File: src/rtl/via_timer_core.sv
module via_timer_core #(
  parameter int TW = 16
) (
  input  logic       clk,
  input  logic       rst_n,
  input  logic [3:0] addr,
  input  logic       wr_en,
  input  logic       rd_en,
  input  logic [7:0] wdata,
  output logic [7:0] rdata,
  input  logic       ext_irq_a,
  input  logic       ext_irq_b,
  output logic       irq_n
);
  localparam logic [TW-1:0] ALL_ONES = '1;

  logic [7:0]    orb, ora, ddrb, ddra, sr, acr, pcr;
  logic [TW-1:0] t1_lat, t1_cnt, t2_cnt;
  logic [7:0]    t2_lat_lo;
  logic          t1_arm, t1_pend, t2_arm;
  logic [6:0]    flags, ier;
  logic          ext_a_q, ext_b_q;

  wire wr_at = wr_en;
  wire t1_load = wr_at && addr == 4'h5;
  wire t2_load = wr_at && addr == 4'h9;
  wire t1_fire = t1_arm && !t1_load && !t1_pend && t1_cnt == '0;
  wire t2_fire = t2_arm && !t2_load && t2_cnt == '0;
  wire a_rise  = ext_irq_a && !ext_a_q;
  wire b_rise  = ext_irq_b && !ext_b_q;
  wire summary = |(flags & ier);

  assign irq_n = ~summary;

  always_ff @(posedge clk or negedge rst_n)
    if (!rst_n) begin
      orb <= '0; ora <= '0; ddrb <= '0; ddra <= '0;
      sr <= '0; acr <= '0; pcr <= '0;
    end else if (wr_at) begin
      case (addr)
        4'h0: orb <= wdata;
        4'h1, 4'hF: ora <= wdata;
        4'h2: ddrb <= wdata;
        4'h3: ddra <= wdata;
        4'hA: sr <= wdata;
        4'hB: acr <= wdata;
        4'hC: pcr <= wdata;
        default: ;
      endcase
    end

  always_ff @(posedge clk or negedge rst_n)
    if (!rst_n) begin
      t1_lat <= '0; t1_cnt <= '0; t1_arm <= 1'b0; t1_pend <= 1'b0;
    end else begin
      if (wr_at && (addr == 4'h4 || addr == 4'h6)) t1_lat[7:0] <= wdata;
      if (wr_at && (addr == 4'h5 || addr == 4'h7)) t1_lat[TW-1:8] <= wdata;
      if (t1_load) begin
        t1_cnt  <= {wdata, t1_lat[7:0]};
        t1_arm  <= 1'b1;
        t1_pend <= 1'b0;
      end else if (t1_pend) begin
        t1_cnt  <= t1_lat;
        t1_pend <= 1'b0;
      end else begin
        t1_cnt <= t1_cnt - 1'b1;
        if (t1_cnt == '0) begin
          t1_pend <= acr[6];
          if (!acr[6]) t1_arm <= 1'b0;
        end
      end
    end

  always_ff @(posedge clk or negedge rst_n)
    if (!rst_n) begin
      t2_lat_lo <= '0; t2_cnt <= '0; t2_arm <= 1'b0;
    end else begin
      if (wr_at && addr == 4'h8) t2_lat_lo <= wdata;
      if (t2_load) begin
        t2_cnt <= {wdata, t2_lat_lo};
        t2_arm <= 1'b1;
      end else begin
        t2_cnt <= t2_cnt - 1'b1;
        if (t2_cnt == '0) t2_arm <= 1'b0;
      end
    end

  logic [6:0] set_v, clr_v;
  always_comb begin
    set_v = {t1_fire, t2_fire, b_rise, 2'b00, a_rise, 1'b0};
    clr_v = (wr_at && addr == 4'hD) ? wdata[6:0] : 7'h00;
    if ((rd_en && addr == 4'h4) || t1_load) clr_v[6] = 1'b1;
    if ((rd_en && addr == 4'h8) || t2_load) clr_v[5] = 1'b1;
  end

  always_ff @(posedge clk or negedge rst_n)
    if (!rst_n) begin
      flags <= '0; ier <= '0; ext_a_q <= 1'b0; ext_b_q <= 1'b0;
    end else begin
      ext_a_q <= ext_irq_a;
      ext_b_q <= ext_irq_b;
      flags   <= (flags & ~clr_v) | set_v;
      if (wr_at && addr == 4'hE)
        ier <= wdata[7] ? (ier | wdata[6:0]) : (ier & ~wdata[6:0]);
    end

  always_comb
    case (addr)
      4'h0: rdata = orb;
      4'h1, 4'hF: rdata = ora;
      4'h2: rdata = ddrb;
      4'h3: rdata = ddra;
      4'h4: rdata = t1_cnt[7:0];
      4'h5: rdata = t1_cnt[TW-1:8];
      4'h6: rdata = t1_lat[7:0];
      4'h7: rdata = t1_lat[TW-1:8];
      4'h8: rdata = t2_cnt[7:0];
      4'h9: rdata = t2_cnt[TW-1:8];
      4'hA: rdata = sr;
      4'hB: rdata = acr;
      4'hC: rdata = pcr;
      4'hD: rdata = {summary, flags};
      default: rdata = {1'b1, ier};
    endcase

  wire unused_ok = &{1'b0, ALL_ONES[0]};
endmodule

File: config.mk
export PLATFORM = sky130hd
export DESIGN_NAME = via_timer_core
export DESIGN_NICKNAME = d
export VERILOG_FILES = /design/src/rtl/via_timer_core.sv
export SDC_FILE = /design/constraint.sdc
export NUM_CORES = 1
export LEC_CHECK = 0
export BUFFER_PORTS_ARGS = -buffer_cell sky130_fd_sc_hd__buf_2
export CAP_MARGIN = 20
export CELL_PAD_IN_SITES_DETAIL_PLACEMENT = 0
export CELL_PAD_IN_SITES_GLOBAL_PLACEMENT = 1
export CORE_MARGIN = 2
export CORE_UTILIZATION = 45
export DETAILED_ROUTE_END_ITERATION = 16
export PLACE_DENSITY_LB_ADDON = 0.2
export SETUP_SLACK_MARGIN = 0.1
export SLEW_MARGIN = 20
export SYNTH_ARGS = -nofsm -noshare
export SYNTH_HDL_FRONTEND = slang
export SYNTH_SLANG_ARGS = --single-unit
File: constraint.sdc
create_clock -name clk -period 2.2 [get_ports clk]
set_input_delay 0.22 -clock clk [delete_from_list [all_inputs] [get_ports clk]]
set_output_delay 0.22 -clock clk [all_outputs]
set_load 0.01 [all_outputs]
==> impl_metrics.py <==
metrics = {
    "routing": {
        "vias_per_cell": 6.12,
        "vias": 5637,
        "drtIter0Drc": 721,
        "dr.pass1.iters": 9,
        "ant_nets": 0,
        "routedWlPerCell_um": 23.5,
        "wl_um": 21700,
        "drc": 0,
    },
    "synth": {
        "yosys.area.top_type": "dfrtp_1",
        "ys_seq_area_share_pct": 48.2,
        "synth_cell_type_count": 61,
        "avgSynthCellArea_um2": 10.4,
        "ys_ff_latch": 131,
        "yosysMostFrequentCell": "dfrtp_1",
        "ys.warnings.count": 0,
        "synth_edf_count": 0,
        "syn-num-nets": 672,
        "ys_async_sr_fraction_pct": 100,
        "synthFlopType": "dfrtp_1",
        "synth_top_area_share_pct": 48.2,
        "synth_common_cells": "dfrtp_1 (131), mux2_2 (92), nand2_1 (56), nor2_1 (51), o21ai_0 (34)",
        "netlist_area_um2": 6800,
        "postSynthCellCount": 651,
        "synthTopCellsByArea": "dfrtp_1 (48%), mux2_2 (15%), mux2i_1 (3.7%), nand2_1 (3.1%), nor2_1 (2.8%)",
    },
    "clock_tree": {
        "insertion_delay_ns": 0.43,
        "cts-root-buf": "clkbuf_16",
        "cts_buffer_depth": 2,
        "htreeDepth": 4,
        "cts_tree": "built",
        "clock_sinks": 131,
        "clk_pin_slew_ns": 0.06,
        "cts_buffers": 17,
    },
    "timing": {
        "rsz0062_at_grt": "true",
        "skew_ns": 0.00422,
        "tightest_slew_ns": 0.651,
        "hold_ws_ns": 0.213,
        "min_period_ns": 2.17,
        "clock.fmax_ghz": 0.461,
        "fin_crit_sh_pct": 98.5,
        "hold_violations": 0,
        "final_max_slew_viol_count": 0,
        "final-setup-viol-count": 0,
        "relSlewSlack_pct": 56.6,
    },
    "floorplan": {
        "start_util_pct": 46.4,
        "dieArea_um2": 16100,
        "die_w_um": 127,
        "core_area_um2": 14600,
        "num_rows": 44,
        "io_pins": 27,
        "die_h_um": 127,
    },
    "worst_setup_path": {
        "reg2reg_from": "t1_cnt[9]",
        "ff2ff_path_depth": 6,
        "end_kind": "output pin",
        "critPathLaunchType": "flop",
        "crit_type": "reg2out",
        "startpoint": "t1_lat[14]",
        "cp_max_fo": 3,
        "crit_arrival_ns": 1.95,
        "required_ns": 1.98,
    },
    "power": {
        "clock_power_share_pct": 35.0,
        "power_switching_mw": 2.74,
        "power.density_nw_per_um2": 1060,
        "internal_power_mw": 6.18,
        "p_sw_share_pct": 30.7,
        "ir_drop_mv": 0.585,
        "p_leak_nw": 3.59,
        "pwr-share-seq_pct": 40.7,
        "p_comb_share_pct": 24.3,
    },
    "placed_design": {
        "finalWeightedCongestion": 0.927,
        "portBuffers": 26,
        "place_hpwl_um": 14700,
        "place_area_um2": 7450,
        "place_inst": 872,
    },
    "finish": {
        "postLayoutCellArea_um2": 8440,
        "layout-drive-gt1-share_pct": 35.1,
        "area_delta_synth_final_pct": 24.2,
        "final_cells": 921,
        "num-fill-cells": 1304,
        "final_nets": 745,
        "diodes": 0,
    },
    "grt": {
        "grt_pass1_vias": 5856,
        "antenna_found_initial": 0,
        "track_usage_pct": 28.2,
        "grt_pass1_wl_um": 34200,
        "gr-total-overflow": 0,
        "grt_max_degree": 70,
    },
    "flow_run": {
        "drv_cap": 0,
    },
    "hold_path": {
        "hold_depth": 3,
        "hp-class": "in2reg",
        "min_from": "wdata[2]",
    },
    "outcome": {
        "status": "complete, no violations",
    },
}
routing by layer:
| layer | wire, um | up-vias | GRT usage, % |
|---|---|---|---|
| met5 | 0 | - | 0 |
| met4 | 699 | 0 | 12.3 |
| met3 | 1240 | 56 | 5.78 |
| met2 | 10100 | 228 | 44.2 |
| met1 | 9630 | 2850 | 38.2 |
| li1 | - | 2503 | - |
worst max-delay path, stage by stage (launching register included):
cell and delay (ns):
dfrtp_1 0.41, mux2_4 0.29, a221oi_2 0.23, nor2b_1 0.09, o32a_1 0.34, buf_2 0.16
sequential cells by signal (all words and copies together), names as in the netlist, named ones only:
signal	flops
flags	7
orb	8
t1_cnt	16
sr	8
t2_lat_lo	8
acr	8
t1_lat	16
t1_arm	1
t2_arm	1
ora	8
ext_b_q	1
ddrb	8
ext_a_q	1
t2_cnt	16
pcr	8
ddra	8
t1_pend	1
power by group through the flow:
| stage | sequential, mW | clock, mW | combinational [mW] |
|---|---|---|---|
| after floorplan | 3.44 | 0 | 1.25 |
| after global placement | 3.62 | 0 | 1.83 |
| after detailed placement | 3.64 | 0 | 1.88 |
| after CTS | 3.59 | 3.16 | 2.04 |
| after global routing | 3.69 | 3.26 | 2.35 |
| final | 3.63 | 3.12 | 2.17 |
through the flow:
| stage | setup WS (ns) | setup TNS, ns | power, mW | util [%] |
|---|---|---|---|---|
| 3_5_place_dp | 0.0767 | 0 | 5.52 | 50.9 |
| 6_report | 0.0326 | 0 | 8.92 | 57.6 |
| 5_1_grt | -0.0879 | -0.107 | 9.30 | 57.6 |
| 2_1_floorplan | 0.0776 | 0 | 4.70 | - |
| 4_1_cts | -0.00816 | -0.00816 | 8.79 | 56.5 |
| 3_3_place_gp | 0.145 | 0 | 5.45 | 50.9 |
timing repair:
action,4_1_cts,5_1_grt
buffers inserted,10,4
endpoints found under the hold margin,69,0
resized for setup,20,28
hold buffers,3,0
endpoints found under the setup margin,9,14
pin swaps,10,6
layout by cell type, fill, tap and decap left out, types with 8 or more instances in the layout:
cell type / synthesis / layout
nor2_1: 51 / 50
buf_2: 6 / 25
nor3_1: 19 / 17
mux2_2: 92 / 89
dfrtp_1: 131 / 129
clkbuf_16: 0 / 17
mux2i_1: 25 / 24
a31oi_1: 9 / 8
xnor2_1: 12 / 12
inv_1: 11 / 11
nand3_1: 16 / 16
buf_4: 1 / 59
o21ai_0: 34 / 29
nand2_1: 56 / 56
nor2b_1: 9 / 9
a21oi_1: 30 / 26
xor2_1: 10 / 10
area by class of cell:
cell class / instances / area (um2) / area share (%)
flip-flops and latches: 131 / 3280 / 38.9
clock inverters: 11 / 174 / 2.06
inverters: 13 / 52.6 / 0.623
clock buffers: 21 / 480 / 5.69
repair buffers: 95 / 732 / 8.67
well taps: 184 / 230 / 2.73
multi-input cells: 466 / 3490 / 41.4
cell families (layout without fill, tap and decap cells):
family                     Yosys count  after routing  synth area share [%]
and+or+nand+nor                    194            194                  13.7
xor gates and xnor gates            22             22                  2.83
adders and majority gates            3              3                 0.552
buffers and inverters               54            140                  3.15
muxes                              118            118                  19.3
AOI/OAI and AO/OA                  129            129                  12.3
DFF                                131            131                  48.2
final timing paths:
kind                       slack (ns)          to
setup / recovery                 0.03    rdata[6]
hold / removal                   0.21  t1_cnt[10]
setup reg to reg                 0.11  t1_cnt[14]
hold reg to reg                  0.42    flags[4]
max in group asynchronous        1.11     ddrb[7]
min in group asynchronous        0.37  t1_lat[12]
Power figures use the tool's default switching activity.
